## config.mk

```make
export PLATFORM = sky130hd
export DESIGN_NAME = simd_media_alu
export DESIGN_NICKNAME = d
export VERILOG_FILES = /design/src/rtl/simd_pkg.sv /design/src/rtl/simd_lane_alu.sv /design/src/rtl/simd_mac_unit.sv /design/src/rtl/simd_media_alu.sv
export SDC_FILE = /design/constraint.sdc
export NUM_CORES = 2
export LEC_CHECK = 0
export ABC_AREA = 1
export ABC_CLOCK_PERIOD_IN_PS = 8350
export BUFFER_PORTS_ARGS = -buffer_cell sky130_fd_sc_hd__buf_4
export CAP_MARGIN = 20
export CELL_PAD_IN_SITES_DETAIL_PLACEMENT = 0
export CELL_PAD_IN_SITES_GLOBAL_PLACEMENT = 1
export CORE_ASPECT_RATIO = 1.25
export CORE_MARGIN = 8
export CORE_UTILIZATION = 43
export CTS_BUF_LIST = sky130_fd_sc_hd__clkbuf_4 sky130_fd_sc_hd__clkbuf_8
export DETAILED_ROUTE_END_ITERATION = 8
export PLACE_DENSITY_LB_ADDON = 0.1
export SETUP_SLACK_MARGIN = 0.3
export SLEW_MARGIN = 5
export SYNTH_ARGS = -nofsm -noshare
export SYNTH_HDL_FRONTEND = slang
export SYNTH_SLANG_ARGS = --single-unit
```

## constraint.sdc

```tcl
create_clock -name clk -period 8.35 [get_ports clk]
set_input_delay 0 -clock clk [delete_from_list [all_inputs] [get_ports clk]]
set_output_delay 0 -clock clk [all_outputs]
set_load 0.03 [all_outputs]
```

## src/rtl/simd_pkg.sv

```systemverilog
package simd_pkg;
  typedef enum logic [3:0] {
    OP_ADD    = 4'd0,
    OP_SUB    = 4'd1,
    OP_MEAN   = 4'd2,
    OP_CMPEQ  = 4'd3,
    OP_CMPGT  = 4'd4,
    OP_SEL    = 4'd5,
    OP_MULADD = 4'd6,
    OP_DOTADD = 4'd7,
    OP_DOTSUB = 4'd8
  } simd_op_e;
endpackage

```

## src/rtl/simd_lane_alu.sv

```systemverilog
module simd_lane_alu
  import simd_pkg::*;
#(
  parameter int W = 8
) (
  input  simd_op_e       op,
  input  logic           sat_en,
  input  logic           sgn,
  input  logic           rnd,
  input  logic [W-1:0]   a,
  input  logic [W-1:0]   b,
  input  logic [W-1:0]   c,
  output logic [W-1:0]   y
);
  localparam int XW = W + 2;
  localparam int HW = XW - W + 1;

  logic [XW-1:0] ea, eb, sum_x, dif_x, mean_x;

  // extend lanes by two bits so every sum and difference is exact
  assign ea     = sgn ? {{2{a[W-1]}}, a} : {2'b00, a};
  assign eb     = sgn ? {{2{b[W-1]}}, b} : {2'b00, b};
  assign sum_x  = ea + eb;
  assign dif_x  = ea - eb;
  assign mean_x = sum_x + {{(XW-1){1'b0}}, rnd};

  function automatic logic [W-1:0] clamp(input logic [XW-1:0] v, input logic sg);
    if (sg) begin
      if (v[XW-1:W-1] != {HW{v[XW-1]}})
        return v[XW-1] ? {1'b1, {(W-1){1'b0}}} : {1'b0, {(W-1){1'b1}}};
    end else begin
      if (v[XW-1]) return '0;
      if (v[W])    return '1;
    end
    return v[W-1:0];
  endfunction

  always_comb begin
    unique case (op)
      OP_ADD:   y = sat_en ? clamp(sum_x, sgn) : sum_x[W-1:0];
      OP_SUB:   y = sat_en ? clamp(dif_x, sgn) : dif_x[W-1:0];
      OP_MEAN:  y = mean_x[W:1];
      OP_CMPEQ: y = (a == b) ? '1 : '0;
      OP_CMPGT: y = ($signed(a) > $signed(b)) ? '1 : '0;
      OP_SEL:   y = c[W-1] ? a : b;
      default:  y = '0;
    endcase
  end
endmodule

```

## src/rtl/simd_mac_unit.sv

```systemverilog
module simd_mac_unit #(
  parameter int DATA_W = 32
) (
  input  logic              sat_en,
  input  logic [DATA_W-1:0] a,
  input  logic [DATA_W-1:0] b,
  input  logic [DATA_W-1:0] c,
  output logic [DATA_W-1:0] madd_y,
  output logic [DATA_W-1:0] dot_add_y,
  output logic [DATA_W-1:0] dot_sub_y
);
  localparam int LW  = 16;
  localparam int NL  = DATA_W / LW;
  localparam int PW  = 2 * LW;
  localparam int AW  = DATA_W + 2 + $clog2(NL);
  localparam int MW  = PW + 2;

  logic signed [PW-1:0] prod [NL];

  genvar g;
  generate
    for (g = 0; g < NL; g++) begin : g_lane
      logic signed [MW-1:0] acc;
      assign prod[g] = $signed(a[g*LW +: LW]) * $signed(b[g*LW +: LW]);
      assign acc = MW'(prod[g]) + MW'($signed(c[g*LW +: LW]));
      always_comb begin
        if (sat_en && acc > MW'(32767))
          madd_y[g*LW +: LW] = 16'h7FFF;
        else if (sat_en && acc < -MW'(32768))
          madd_y[g*LW +: LW] = 16'h8000;
        else
          madd_y[g*LW +: LW] = acc[LW-1:0];
      end
    end
  endgenerate

  logic signed [AW-1:0] dot_sum, tot_add, tot_sub, hi_lim, lo_lim;

  always_comb begin
    dot_sum = '0;
    for (int i = 0; i < NL; i++) dot_sum = dot_sum + AW'(prod[i]);
  end

  assign tot_add = AW'($signed(c)) + dot_sum;
  assign tot_sub = AW'($signed(c)) - dot_sum;
  assign hi_lim  = AW'($signed({1'b0, {(DATA_W-1){1'b1}}}));
  assign lo_lim  = AW'($signed({1'b1, {(DATA_W-1){1'b0}}}));

  function automatic logic [DATA_W-1:0] fit(input logic signed [AW-1:0] v,
                                            input logic signed [AW-1:0] hi,
                                            input logic signed [AW-1:0] lo,
                                            input logic s);
    if (s && v > hi) return hi[DATA_W-1:0];
    if (s && v < lo) return lo[DATA_W-1:0];
    return v[DATA_W-1:0];
  endfunction

  assign dot_add_y = fit(tot_add, hi_lim, lo_lim, sat_en);
  assign dot_sub_y = fit(tot_sub, hi_lim, lo_lim, sat_en);
endmodule

```

## src/rtl/simd_media_alu.sv

```systemverilog
module simd_media_alu
  import simd_pkg::*;
#(
  parameter int DATA_W = 32
) (
  input  logic              clk,
  input  logic              rst,
  input  logic              in_valid,
  input  logic [3:0]        op,
  input  logic              lane16,
  input  logic              sat_en,
  input  logic              signed_mode,
  input  logic              round_up,
  input  logic [DATA_W-1:0] src_a,
  input  logic [DATA_W-1:0] src_b,
  input  logic [DATA_W-1:0] src_c,
  output logic              out_valid,
  output logic [DATA_W-1:0] result
);
  localparam int N8  = DATA_W / 8;
  localparam int N16 = DATA_W / 16;

  simd_op_e op_e;
  assign op_e = simd_op_e'(op);

  logic [DATA_W-1:0] y8, y16, madd_y, dadd_y, dsub_y;
  logic [DATA_W-1:0] next_y;

  genvar g;
  generate
    for (g = 0; g < N8; g++) begin : g_b
      simd_lane_alu #(.W(8)) u_lane (
        .op(op_e), .sat_en(sat_en), .sgn(signed_mode), .rnd(round_up),
        .a(src_a[g*8 +: 8]), .b(src_b[g*8 +: 8]), .c(src_c[g*8 +: 8]),
        .y(y8[g*8 +: 8])
      );
    end
    for (g = 0; g < N16; g++) begin : g_h
      simd_lane_alu #(.W(16)) u_lane (
        .op(op_e), .sat_en(sat_en), .sgn(signed_mode), .rnd(round_up),
        .a(src_a[g*16 +: 16]), .b(src_b[g*16 +: 16]), .c(src_c[g*16 +: 16]),
        .y(y16[g*16 +: 16])
      );
    end
  endgenerate

  simd_mac_unit #(.DATA_W(DATA_W)) u_mac (
    .sat_en(sat_en), .a(src_a), .b(src_b), .c(src_c),
    .madd_y(madd_y), .dot_add_y(dadd_y), .dot_sub_y(dsub_y)
  );

  always_comb begin
    case (op_e)
      OP_MULADD: next_y = madd_y;
      OP_DOTADD: next_y = dadd_y;
      OP_DOTSUB: next_y = dsub_y;
      default:   next_y = lane16 ? y16 : y8;
    endcase
  end

  always_ff @(posedge clk) begin
    if (rst) begin
      out_valid <= 1'b0;
      result    <= '0;
    end else begin
      out_valid <= in_valid;
      if (in_valid) result <= next_y;
    end
  end

  function automatic logic lanes_are_masks(input logic [DATA_W-1:0] v, input logic h);
    logic ok;
    ok = 1'b1;
    for (int i = 0; i < N8; i++)
      if (!h && v[i*8 +: 8] != 8'h00 && v[i*8 +: 8] != 8'hFF) ok = 1'b0;
    for (int i = 0; i < N16; i++)
      if (h && v[i*16 +: 16] != 16'h0000 && v[i*16 +: 16] != 16'hFFFF) ok = 1'b0;
    return ok;
  endfunction

  function automatic logic bytes_not_below(input logic [DATA_W-1:0] v, input logic [DATA_W-1:0] a);
    logic ok;
    ok = 1'b1;
    for (int i = 0; i < N8; i++)
      if (v[i*8 +: 8] < a[i*8 +: 8]) ok = 1'b0;
    return ok;
  endfunction

  AST_VALID_FOLLOWS: assert property (@(posedge clk) disable iff (rst)
    in_valid |=> out_valid);
  AST_IDLE_HOLDS: assert property (@(posedge clk) disable iff (rst)
    !in_valid |=> (!out_valid && $stable(result)));
  AST_RESET_CLEARS: assert property (@(posedge clk)
    rst |=> (result == '0 && !out_valid));
  AST_CMP_MASK: assert property (@(posedge clk) disable iff (rst)
    (in_valid && (op_e == OP_CMPEQ || op_e == OP_CMPGT))
      |=> lanes_are_masks(result, $past(lane16)));
  AST_USAT_NO_WRAP: assert property (@(posedge clk) disable iff (rst)
    (in_valid && op_e == OP_ADD && sat_en && !signed_mode && !lane16)
      |=> bytes_not_below(result, $past(src_a)));
  AST_UNUSED_ZERO: assert property (@(posedge clk) disable iff (rst)
    (in_valid && op > 4'd8) |=> (result == '0));
endmodule

```

==> out/qor.csv <==
metric,value,unit
outcome,"finished, violations left",
violations,negative setup slack,
cp-end-kind,register,
utilization,0.557,
area_growth,28.6,%
io_buffers,139,
grt_pass1_wl,294000,um
max_clock_freq,116,MHz
netlist_instances,7387,
clock_skew,0,ps
viasPerCell,5.21,
ant_nets,0,
period_needed,8650,ps
grt_use_total,0.328,
grt_pass1_vias,51400,
seq_area,661,sq um
cts_hold_buf,0,
ys_seq_elements,33,
drt-pass1-iter-count,6,
hpwl,167000,um
worst_path_most_repeated_cell,nand2_1,
critPathSlowestCell,fa_2,
yosysWarnings,0,
layout_common_cells,"nand2_1 (2,207), inv_1 (1,467), buf_4 (992)",
seq_area_frac_synth,0.0147,
drcViolationCount,0,
cts.sinks,33,
fillers,10600,
fp-row-count,132,
antenna_found_initial,2,
grt_overflow_total,0,
maxCapViolations,0,
tightest_slew,955,ps
critical_path_class,input pin to register,
post_drt_wl_per_cell,20.2,um
clk_path_buf_depth,2,
place.gp.congestion,1.01,
rsz0062_at_grt,yes,
cts_tree,done,
cts_made_buffers,5,
io-pin-count,140,
slew_viol_final,0,
die_w,305,um
start_util,0.433,
top_usage_layer,met2,
num_vias,50100,
use_met3,0.0339,
setup_ws,-300,ps
die_y,377,um
nets,9358,
die_area,115000,sq um
first_iter_violations,3118,
hp-class,input pin to register,
multi_input_area,39900,sq um
syn_area_per_cell,6.07,sq um
arrival,8930,ps
start_kind,input pin,
cts-root-buf,clkbuf_8,
layout-drive-gt1-share,0.210,
finalCritPeriodShare,1.04,
cp_max_fo,17,
setup_violations,32,
relSlewSlack,0.360,
synth_area,44900,sq um
hold_viol,0,
grtUsageMet1,0.365,
grt_max_degree,58,
cp.required,8630,ps
cts.htree.levels,2,
layout_commonest_cell,nand2_1,
core,104000,sq um
insertion_delay,340,ps
met2_usage,0.607,
clk_pin_slew,90,ps
synth.distinct_cells,62,
wirelength,194000,um
synthesis.nets,8464,
critPathMaxStageDelay,610,ps
metrics by stage:
stage	TNS (ps)	cell area [sq um]	std cells	worst slack [ps]	hold WS, ps
3_5_place_dp	-35600	53800	9495	-1160	433
3_3_place_gp	-35010	53800	9495	-1160	432
4_1_cts	-3210	56300	9573	-138	78.6
5_1_grt	-19310	57700	9623	-641	102
2_1_floorplan	0	45800	7387	282	257
6_report	-8320	57700	9626	-300	94.2
logic make-up after synthesis:
family                     after synthesis  synth area share
and+or+nand+nor                       3560             0.326
buffers and inverters                 1819             0.157
adders and majority gates              970             0.360
AOI/OAI and AO/OA                      766            0.0949
xor gates and xnor gates               239            0.0468
DFF                                     33            0.0147
routing by layer:
metal	vias to the layer above	wire length, um
li1	24200	-
met3	535	9670
met4	0	13800
met1	23800	72900
met5	-	0
met2	1625	97900
state kept, by name (all words and copies together) (netlist names):
signal	flops
out_valid	1
result	32
layout make-up:
cell class / instances / area share
diodes: 4 / 0.000173
clock buffers: 7 / 0.00167
clock inverters: 1 / 0.0000867
inverters: 1586 / 0.104
multi-input cells: 5535 / 0.691
flip-flops and latches: 33 / 0.0115
well taps: 1340 / 0.0291
repair buffers: 1120 / 0.163
synth_stat cells, drive strengths merged:
master / count / area, sq um
fa: 537 / 10800
xor2: 194 / 1710
a21o: 12 / 90.1
o221ai: 3 / 26.3
a21boi: 20 / 158
nand2: 2325 / 8790
nand4: 90 / 584
nor2: 590 / 2270
o21ai: 244 / 1250
nand2b: 1 / 6.26
nor3: 89 / 465
buf: 69 / 454
a211o: 1 / 8.76
o211ai: 12 / 100
dfxtp: 33 / 661
o2111a: 1 / 11.3
a31oi: 20 / 125
a31o: 2 / 17.5
o2111ai: 5 / 43.8
a211oi: 8 / 60.1
inv: 1574 / 5910
ha: 433 / 5420
o311ai: 1 / 8.76
clkinv: 12 / 45.0
and3: 2 / 12.5
nor3b: 2 / 15.0
a21oi: 389 / 2000
o21a: 15 / 113
o21bai: 27 / 203
a221oi: 2 / 17.5
nand3: 405 / 2110
xnor2: 45 / 394
clkbuf: 164 / 619
and2: 12 / 75.1
o31ai: 4 / 30.0
nor4: 12 / 75.1
or2: 15 / 93.8
nand3b: 17 / 143
worst max-delay path, delay by kind of cell:
kind | cells | cell delay, ps
compound gates | 4 | 760
xor+xnor | 2 | 330
fa+ha+maj | 9 | 4120
buf+inv | 15 | 1750
simple gates | 22 | 1920
worst paths after layout:
path | startpoint | endpoint | slack (ps) | cells after the start
worst max-delay path | src_b[17] | result[14] | -300 | 52
worst min-delay path | rst | out_valid | 90 | 2
worst max register to register | result[15] | result[15] | 7440 | 4
worst min register to register | result[3] | result[3] | 520 | 2
repair_timing:
action                                 4_1_cts  5_1_grt
endpoints found under the hold margin        0        0
gates cloned                                 4        2
pin swaps                                  163      153
gates resized for setup                    357      252
buffers inserted                            66       46
setup endpoints to repair                   32       32
Power is not shown: default switching activity piles up to over one toggle a cycle in this logic, so the estimate is an artifact.
